===== src/rtl/ptechk_pkg.sv =====
package ptechk_pkg;
  localparam int PTE_W    = 64;
  localparam int BIT_REF  = 8;
  localparam int BIT_CHG  = 7;
  localparam int BIT_ATTH = 5;
  localparam int BIT_ATTL = 4;
  localparam int BIT_PRIV = 3;
  localparam int BIT_RD   = 2;
  localparam int BIT_RW   = 1;
  localparam int BIT_EX   = 0;
  localparam logic [1:0] ATT_NIO = 2'b10;

  typedef enum logic [1:0] {
    ACC_LOAD  = 2'd0,
    ACC_STORE = 2'd1,
    ACC_FETCH = 2'd2
  } acc_t;

  // permission vector order {X,W,R}
  localparam int P_R = 0;
  localparam int P_W = 1;
  localparam int P_X = 2;

  // cause vector order {store, guard, protection}
  localparam int C_PROT  = 0;
  localparam int C_GUARD = 1;
  localparam int C_STORE = 2;
endpackage


===== src/rtl/ptechk_perm.sv =====
module ptechk_perm
  import ptechk_pkg::*;
(
  input  logic [PTE_W-1:0] pte,
  input  logic [1:0]       acc,
  input  logic             user_mode,
  input  logic             part_scope,
  input  logic [2:0]       amr_perm,
  output logic [2:0]       perm_rep,
  output logic             fault,
  output logic [2:0]       cause
);
  logic [2:0] raw;
  logic [2:0] allowed;
  logic [2:0] need;
  logic       guard;
  logic       is_store;

  always_comb begin
    raw[P_R] = pte[BIT_RD] | pte[BIT_RW];
    raw[P_W] = pte[BIT_RW];
    raw[P_X] = pte[BIT_EX];

    if (!part_scope && pte[BIT_PRIV] && user_mode)
      allowed = 3'b000;
    else if (user_mode || pte[BIT_PRIV] || part_scope)
      allowed = raw;
    else
      allowed = raw & amr_perm;

    is_store = (acc == ACC_STORE);
    unique case (acc)
      ACC_LOAD:  need = 3'b001;
      ACC_STORE: need = 3'b010;
      default:   need = 3'b100;
    endcase

    guard = (pte[BIT_ATTH:BIT_ATTL] == ATT_NIO) && (acc == ACC_FETCH);

    cause = 3'b000;
    fault = 1'b0;
    if (guard) begin
      fault = 1'b1;
      cause[C_GUARD] = 1'b1;
    end else if ((need & ~allowed) != 3'b000) begin
      fault = 1'b1;
      cause[C_PROT]  = 1'b1;
      cause[C_STORE] = is_store;
    end

    if (fault)
      perm_rep = 3'b000;
    else if (is_store)
      perm_rep = allowed;
    else
      perm_rep = allowed & ~3'b010;
  end
endmodule


===== src/rtl/ptechk_rcupd.sv =====
module ptechk_rcupd
  import ptechk_pkg::*;
(
  input  logic [PTE_W-1:0] pte,
  input  logic             is_store,
  output logic [PTE_W-1:0] npte,
  output logic             changed
);
  always_comb begin
    npte = pte;
    npte[BIT_REF] = 1'b1;
    if (is_store)
      npte[BIT_CHG] = 1'b1;
    changed = (npte != pte);
  end
endmodule


===== src/rtl/ptechk_rc.sv =====
module ptechk_rc
  import ptechk_pkg::*;
#(
  parameter int AW = 48
) (
  input  logic             clk,
  input  logic             rst,
  input  logic             start,
  input  logic [63:0]      pte,
  input  logic [AW-1:0]    pte_addr,
  input  logic [1:0]       acc,
  input  logic             user_mode,
  input  logic             part_scope,
  input  logic [2:0]       amr_perm,
  output logic             busy,
  output logic             done,
  output logic             fault,
  output logic [2:0]       cause,
  output logic [2:0]       perm,
  output logic             wr_valid,
  input  logic             wr_ready,
  output logic [AW-1:0]    wr_addr,
  output logic [63:0]      wr_data
);
  typedef enum logic {S_IDLE = 1'b0, S_WR = 1'b1} st_t;
  st_t st;

  logic [2:0]       perm_c;
  logic             fault_c;
  logic [2:0]       cause_c;
  logic [PTE_W-1:0] npte_c;
  logic             chg_c;

  ptechk_perm u_perm (
    .pte(pte), .acc(acc), .user_mode(user_mode), .part_scope(part_scope),
    .amr_perm(amr_perm), .perm_rep(perm_c), .fault(fault_c), .cause(cause_c)
  );

  ptechk_rcupd u_rc (
    .pte(pte), .is_store(acc == ACC_STORE), .npte(npte_c), .changed(chg_c)
  );

  assign busy = (st != S_IDLE);

  always_ff @(posedge clk) begin
    if (rst) begin
      st       <= S_IDLE;
      done     <= 1'b0;
      fault    <= 1'b0;
      cause    <= 3'b000;
      perm     <= 3'b000;
      wr_valid <= 1'b0;
      wr_addr  <= '0;
      wr_data  <= '0;
    end else begin
      done <= 1'b0;
      case (st)
        S_IDLE: if (start) begin
          fault <= fault_c;
          cause <= cause_c;
          perm  <= perm_c;
          if (!fault_c && chg_c) begin
            st       <= S_WR;
            wr_valid <= 1'b1;
            wr_addr  <= pte_addr;
            wr_data  <= npte_c;
          end else begin
            done <= 1'b1;
          end
        end
        default: if (wr_ready) begin
          wr_valid <= 1'b0;
          done     <= 1'b1;
          st       <= S_IDLE;
        end
      endcase
    end
  end

  assert_hold_R9: assert property (@(posedge clk) disable iff (rst)
    (wr_valid && !wr_ready) |=> (wr_valid && $stable(wr_data) && $stable(wr_addr)));

  assert_refset_R6: assert property (@(posedge clk) disable iff (rst)
    wr_valid |-> wr_data[BIT_REF]);

  assert_donepulse_R8: assert property (@(posedge clk) disable iff (rst)
    done |=> !done);

  assert_faultquiet_R5: assert property (@(posedge clk) disable iff (rst)
    (done && fault) |-> (perm == 3'b000 && !wr_valid && cause != 3'b000));

  assert_doneidle_R8: assert property (@(posedge clk) disable iff (rst)
    done |-> !wr_valid);
endmodule


===== config.mk =====
export PLATFORM = sky130hd
export DESIGN_NAME = ptechk_rc
export DESIGN_NICKNAME = d
export VERILOG_FILES = /design/src/rtl/ptechk_pkg.sv /design/src/rtl/ptechk_perm.sv /design/src/rtl/ptechk_rcupd.sv /design/src/rtl/ptechk_rc.sv
export SDC_FILE = /design/constraint.sdc
export NUM_CORES = 1
export LEC_CHECK = 0
export BUFFER_PORTS_ARGS = -buffer_cell sky130_fd_sc_hd__buf_2
export CAP_MARGIN = 25
export CORE_UTILIZATION = 45
export DETAILED_ROUTE_END_ITERATION = 8
export GPL_ROUTABILITY_DRIVEN = 0
export PLACE_DENSITY_LB_ADDON = 0.15
export SLEW_MARGIN = 20
export SYNTH_ARGS = -nofsm -noshare
export SYNTH_HDL_FRONTEND = slang
export SYNTH_SLANG_ARGS = --single-unit

===== constraint.sdc =====
create_clock -name clk -period 2.2 [get_ports clk]
set_input_delay 0.22 -clock clk [delete_from_list [all_inputs] [get_ports clk]]
set_output_delay 0.22 -clock clk [all_outputs]
set_load 0.03 [all_outputs]

==> impl_metrics.csv, run 1 <==
group,metric,value,unit
global_route,grt_pass1_vias,5385,
routing,dr.pass1.iters,5,
critical_path,r2r_setup_slack,0.64,ns
floorplanning,io_pins,245,
clock_network,clk_pin_slew,0.06,ns
floorplanning,die_h,105,um
critical_path,crit_end,"wr_data[26]",
sta,min_period,1.98,ns
sta,clock.fmax,505,MHz
clock_network,cts_inserted_buffers,17,
power_and_ir_drop,switching_power,1.80,mW
routing,drc,0,
power_and_ir_drop,powerDensity,803,nW/um^2
yosys,yosysTopAreaCell,"dfxtp_1",
clock_network,post-cts-setup-buffer-count,0,
clock_network,clkSinkCount,122,
power_and_ir_drop,switching_share,28.9,%
critical_path,crit_fanout,35,
yosys,async_flop_share,0,%
sta,hold_viol_final,0,
sta,setup_tns,0,ns
yosys,synth_area,4810,um^2
global_route,track_usage,29.3,%
floorplanning,rows,37,
critical_path,cp.required,2.58,ns
global_route,grt_max_degree,92,
yosys,yosys_warnings,0,
routing,wirelength,16500,um
flow_run,drv_cap,0,
critical_path,criticalPathCategory,"input port to flip-flop",
power_and_ir_drop,pwr-share-seq,38.4,%
yosys,synth_cell_types,31,
power_and_ir_drop,power_frac_clock,42.3,%
yosys,netlist_top_cells_area,"dfxtp_1 51%, o21ai_0 12%, a21oi_1 11%",
power_and_ir_drop,p_leak,3.35,nW
floorplanning,die_w,105,um
sta,maxSlewViolCount,0,
power_and_ir_drop,power.share.combinational,19.4,%
sta,finalSetupViolations,0,
min_path,worstHoldPathType,"input port to flip-flop",
clock_network,cts_tree,"built",
sta,timing.hold.ws,0.0316,ns
yosys,syn_inst,575,
floorplanning,initial_utilization,46.6,%
global_route,grt_pass1_wl,25800,um
clock_network,clk_latency,0.51,ns
finish,nets,1018,
yosys,yosysSeqAreaShare,50.8,%
sta,worstMarginPinSlew,0.540,ns
clock_network,cts_max_level,4,
sta,fin_crit_sh,90.0,%
critical_path,crit_path_start,"pte[0]",
routing,vias,5649,
critical_path,max_stage_delay,0.54,ns
yosys,synth-seq-cells,122,
power_and_ir_drop,internal_power,4.43,mW
yosys,ys.flop_type,"dfxtp_1",
routing,viasPerCell,5.41,
critical_path,arrival,2.36,ns
floorplanning,core,10300,um^2
yosys,syn-num-nets,698,
sta,slew_headroom,64.0,%
critical_path,reg2reg_from,"busy",
placement,io_buffers,244,
critical_path,path_cells,"dlygate4sd3_1 -> buf_2 -> a21bo_2 -> o211ai_1 -> nand4_1 -> buf_4 -> o21ai_0 -> a21oi_1",
min_path,whs_path_depth,3,
critical_path,start_kind,"input port",
routing,avgRoutedWirePerCell,15.8,um
finish,drive_gt1_share,34.5,%
finish,syn2layout_area_growth,61.1,%
clock_network,clockBufferDepth,2,
sta,fin_worst_skew,0.00558,ns
finish,diodes,0,
clock_network,cts_root_buffer,"clkbuf_8",
critical_path,r2r-end,"wr_data[26]",
sta,grt_setup_unrepaired,"false",
global_route,grt_overflow,0,
placement,hpwlAfterDp,9600,um
critical_path,slowest_stage,"dlygate4sd3_1",
yosys,synth-edff-count,0,
routing,ant_nets,0,
yosys,synth_area_per_cell,8.37,um^2
floorplanning,die_area,11100,um^2
run_status,status,"finished, final reports clean",
power_and_ir_drop,peakVddDrop,0.462,mV
routing,drt-initial-drc-count,373,
yosys,synth_top_area_share,50.8,%
critical_path,reg2regPathDepth,4,
critical_path,end_kind,"flip-flop",
global_route,antenna_found_initial,0,
-- flip-flops by register name, summed over array words and instances, names as in the netlist --
register and count:
busy 1, wr_valid 1, done 1, wr_data 64, wr_addr 48, perm 3
cause 3, fault 1
-- cells by family after synthesis --
kind of cell | share of synthesized area (%)
buf+inv | 6.60
flops | 50.8
compound gates | 26.6
simple gates | 16.1
-- worst max-delay path, delay by kind of cell --
family | cells | cell delay [ns]
buffers and inverters | 3 | 1.00
AOI/OAI and AO/OA | 4 | 0.85
and+or+nand+nor | 1 | 0.27
-- routing by layer --
| layer | part of all wire (%) | GRT usage, % | vias to the layer above |
|---|---|---|---|
| li1 | - | - | 2699 |
| met1 | 40 | 33.7 | 2637 |
| met2 | 50 | 49.2 | 262 |
| met3 | 6.5 | 9.09 | 51 |
| met4 | 3.9 | 14.3 | 0 |
| met5 | 0 | 0 | - |
-- placed cells by master (no fill, tap or decap), drive strengths merged, types with 2 or more instances in the layout --
cell         instances
buf                256
nor4                 2
dlygate4sd3        110
nor3                 3
a21oi              120
nand2b               4
clkinvlp             5
dfxtp              122
inv                  2
o31ai                2
o21ai              111
nand3              110
nand4                2
nor2                10
nand2                9
clkbuf              22
nor2b                2
clkinv               4
-- per-stage QoR --
step | cell area (um^2) | setup WS (ns) | utilization [%] | total power, mW | std cells
after floorplan | 4810 | 0.448 | - | 3.11 | 575
after global placement | 6080 | 0.321 | 58.9 | 3.44 | 902
after detailed placement | 6080 | 0.225 | 58.9 | 3.47 | 902
after CTS | 7750 | 0.325 | 75.1 | 6.24 | 1044
after global routing | 7750 | 0.0633 | 75.1 | 6.48 | 1044
final | 7750 | 0.221 | 75.1 | 6.23 | 1044
-- power groups by stage --
stage / Sequential, mW / Combinational [mW] / Clock, mW
floorplan: 2.67 / 0.439 / 0
global placement: 2.43 / 1.02 / 0
detailed placement: 2.43 / 1.03 / 0
CTS: 2.39 / 1.19 / 2.66
global route: 2.40 / 1.29 / 2.79
finish: 2.39 / 1.21 / 2.63
-- area by class of cell --
cell class | instances | area, um^2
clock buffers | 22 | 483
well taps | 136 | 170
flip-flops and latches | 122 | 2440
fillers | 737 | 2570
multi-input cells | 386 | 2070
repair buffers | 366 | 2490
inverters | 2 | 7.51
clock inverters | 10 | 91.3
-- worst min path at each step --
stage	from	endpoint	slack, ns
floorplan	pte_addr[1]	wr_addr[1]	0.35
global placement	perm[2]	perm[2]	0.44
detailed placement	cause[2]	cause[2]	0.45
CTS	pte[3]	wr_data[3]	0.008
global route	pte[3]	wr_data[3]	0.04
finish	pte[3]	wr_data[3]	0.03
-- cell usage after synthesis (4+ instances only) --
master	n
a21oi_1	110
a21oi_2	10
buf_2	8
buf_6	7
clkbuf_1	49
dfxtp_1	122
nand2_1	8
nand2b_1	4
nand3_1	102
nand3_2	8
nor2_1	10
o21ai_0	111
-- what timing repair did --
action,CTS,global route
endpoints found under the setup margin,0,0
gates resized for setup,0,0
hold endpoints to repair,111,0
hold buffers,110,0
Note: power is estimated with default switching activity, not from simulation.
==> run 2: changes to the inputs <==
==> constraint.sdc (replaced) <==
create_clock -name clk -period 2.2 [get_ports clk]
set_input_delay 0.33 -clock clk [delete_from_list [all_inputs] [get_ports clk]]
set_output_delay 0.33 -clock clk [all_outputs]
set_load 0.03 [all_outputs]
==> run 2 against run 1 <==
  * Final cell count down 11%
  * Non-clock buffer count down 110
  * Hold slack better by 0.026 ns
  * Setup slack better by 0.12 ns
  * Critical path depth down 1
  * Via count down 9.2%
  * First-iteration DRC count down 0.27%
  * Largest power group is now sequential cells
==> impl_metrics.csv, run 2 (same netlist as run 1, synthesis figures left out) <==
group,metric,value,unit
sta,timing.hold.ws,0.0581,ns
sta,clock.fmax,537,MHz
sta,finalSetupViolations,0,
routing,vias,5131,
finish,largest_reg_flops,64,
floorplanning,initial_utilization,46.6,%
floorplanning,die_area,11100,um^2
min_path,min-delay-start,"pte_addr[3]",
placement,dp.cells,902,
finish,fillers,920,
clock_network,cts_tree,"built",
clock_network,clockBufferDepth,2,
sta,fin_crit_sh,84.6,%
min_path,whs_path_depth,3,
critical_path,end_kind,"flip-flop",
sta,slew_headroom,47.0,%
power_and_ir_drop,peakVddDrop,0.518,mV
routing,wirelength,14400,um
critical_path,cp.required,2.63,ns
clock_network,post-cts-setup-buffer-count,0,
min_path,holdPathEnd,"wr_addr[3]",
clock_network,cts_inserted_buffers,17,
clock_network,clk_latency,0.51,ns
power_and_ir_drop,total_power,5.76,mW
clock_network,clkSinkCount,122,
critical_path,r2r-end,"wr_data[32]",
global_route,grt_pass1_wl,22600,um
sta,worstMarginPinSlew,0.795,ns
global_route,track_usage,25.5,%
sta,min_period,1.86,ns
clock_network,clk_pin_slew,0.05,ns
finish,reg_top3,"wr_data (64), wr_addr (48)",
finish,nets,908,
finish,top_register,"wr_data",
clock_network,cts_hold_buffers,0,
finish,fin_cells,929,
floorplanning,rows,37,
floorplanning,io_pins,245,
clock_network,cts_root_buffer,"clkbuf_8",
sta,grt_setup_unrepaired,"false",
sta,hold_viol_final,0,
routing,ant_nets,0,
finish,most-common-layout-cells,"243 x buf_2, 122 x dfxtp_1, 111 x o21ai_0",
finish,diodes,0,
power_and_ir_drop,powerDensity,877,nW/um^2
routing,drt-initial-drc-count,372,
critical_path,crit_fanout,92,
min_path,worstHoldPathType,"input port to flip-flop",
floorplanning,core,10300,um^2
finish,drive_gt1_share,38.6,%
critical_path,criticalPathCategory,"input port to flip-flop",
placement,io_buffers,244,
critical_path,reg2regPathDepth,4,
global_route,antenna_found_initial,0,
critical_path,r2r_setup_slack,0.68,ns
routing,drc,0,
placement,hpwlAfterDp,9420,um
placement,place_area,6070,um^2
finish,syn2layout_area_growth,36.4,%
global_route,grt_max_degree,94,
flow_run,drv_cap,0,
power_and_ir_drop,p_leak,2.87,nW
critical_path,arrival,2.29,ns
run_status,status,"finished, final reports clean",
finish,final_common_cell,"buf_2",
floorplanning,die_w,105,um
routing,viasPerCell,5.52,
finish,final_area,6560,um^2
routing,dr.pass1.iters,5,
sta,maxSlewViolCount,0,
global_route,grt_pass1_vias,4815,
global_route,grt_overflow,0,
sta,setup_tns,0,ns
floorplanning,die_h,105,um
sta,fin_worst_skew,0.00556,ns
clock_network,cts_max_level,4,
critical_path,reg2reg_from,"busy",
clock_network,cts_resized,0,
critical_path,start_kind,"input port",
routing,avgRoutedWirePerCell,15.5,um
==> run 2: cell count changes in the layout (fill, tap and decap cells not counted), sizes merged <==
| cell | before | now |
|---|---|---|
| bufinv | 1 | 0 |
| clkbuf | 22 | 23 |
| clkinvlp | 5 | 0 |
| dlygate4sd3 | 110 | 0 |
==> run 2: critical path, cell delays in order <==
cell,delay (ns)
buf_2,0.14
nor4_1,0.50
o31ai_2,0.15
nand4_1,0.12
buf_4,0.64
o21ai_0,0.18
a21oi_1,0.19
==> run 2: area by class of cell <==
class / count / area (um^2) / share of cell area [%]
sequential: 122 / 2440 / 37.2
multi-input combinational: 386 / 2070 / 31.5
timing repair buffer: 256 / 1380 / 21.0
clock buffer: 23 / 477 / 7.26
tap: 136 / 170 / 2.59
clock inverter: 4 / 20.0 / 0.305
inverter: 2 / 7.51 / 0.114
==> run 2: how the worst max path moves through the flow <==
| stage | endpoint | from | slack, ns | depth (start not counted) |
|---|---|---|---|---|
| after global placement | wr_data[12] | pte[3] | 0.06 | 7 |
| after detailed placement | wr_data[24] | pte[3] | -0.11 | 7 |
| after floorplan | wr_addr[4] | busy | 0.45 | 6 |
| after global routing | wr_data[58] | pte[3] | 0.24 | 7 |
| final | wr_data[32] | pte[3] | 0.34 | 7 |
| after CTS | wr_data[32] | pte[3] | 0.41 | 7 |
==> run 2: report_power, final <==
group | switching [mW] | internal (mW) | total [mW] | leakage (nW)
registers | 0.0534 | 2.34 | 2.39 | 0.994
logic | 0.708 | 0.319 | 1.03 | 1.63
clock network | 0.882 | 1.46 | 2.34 | 0.251
total | 1.64 | 4.11 | 5.76 | 2.87
==> run 2: per-stage QoR <==
step	utilization, %	setup WS (ns)
after floorplan	-	0.448
after global placement	58.8	0.0576
after detailed placement	58.8	-0.106
after CTS	63.6	0.414
after global routing	63.6	0.235
final	63.6	0.339
==> run 2: routing by layer <==
metal,vias to the layer above,global-route usage (%),share of wire (%)
met5,-,0,0
met4,0,13.7,3.2
met3,36,7.24,6.7
met2,215,42.3,49
met1,2408,29.8,41
li1,2472,-,-
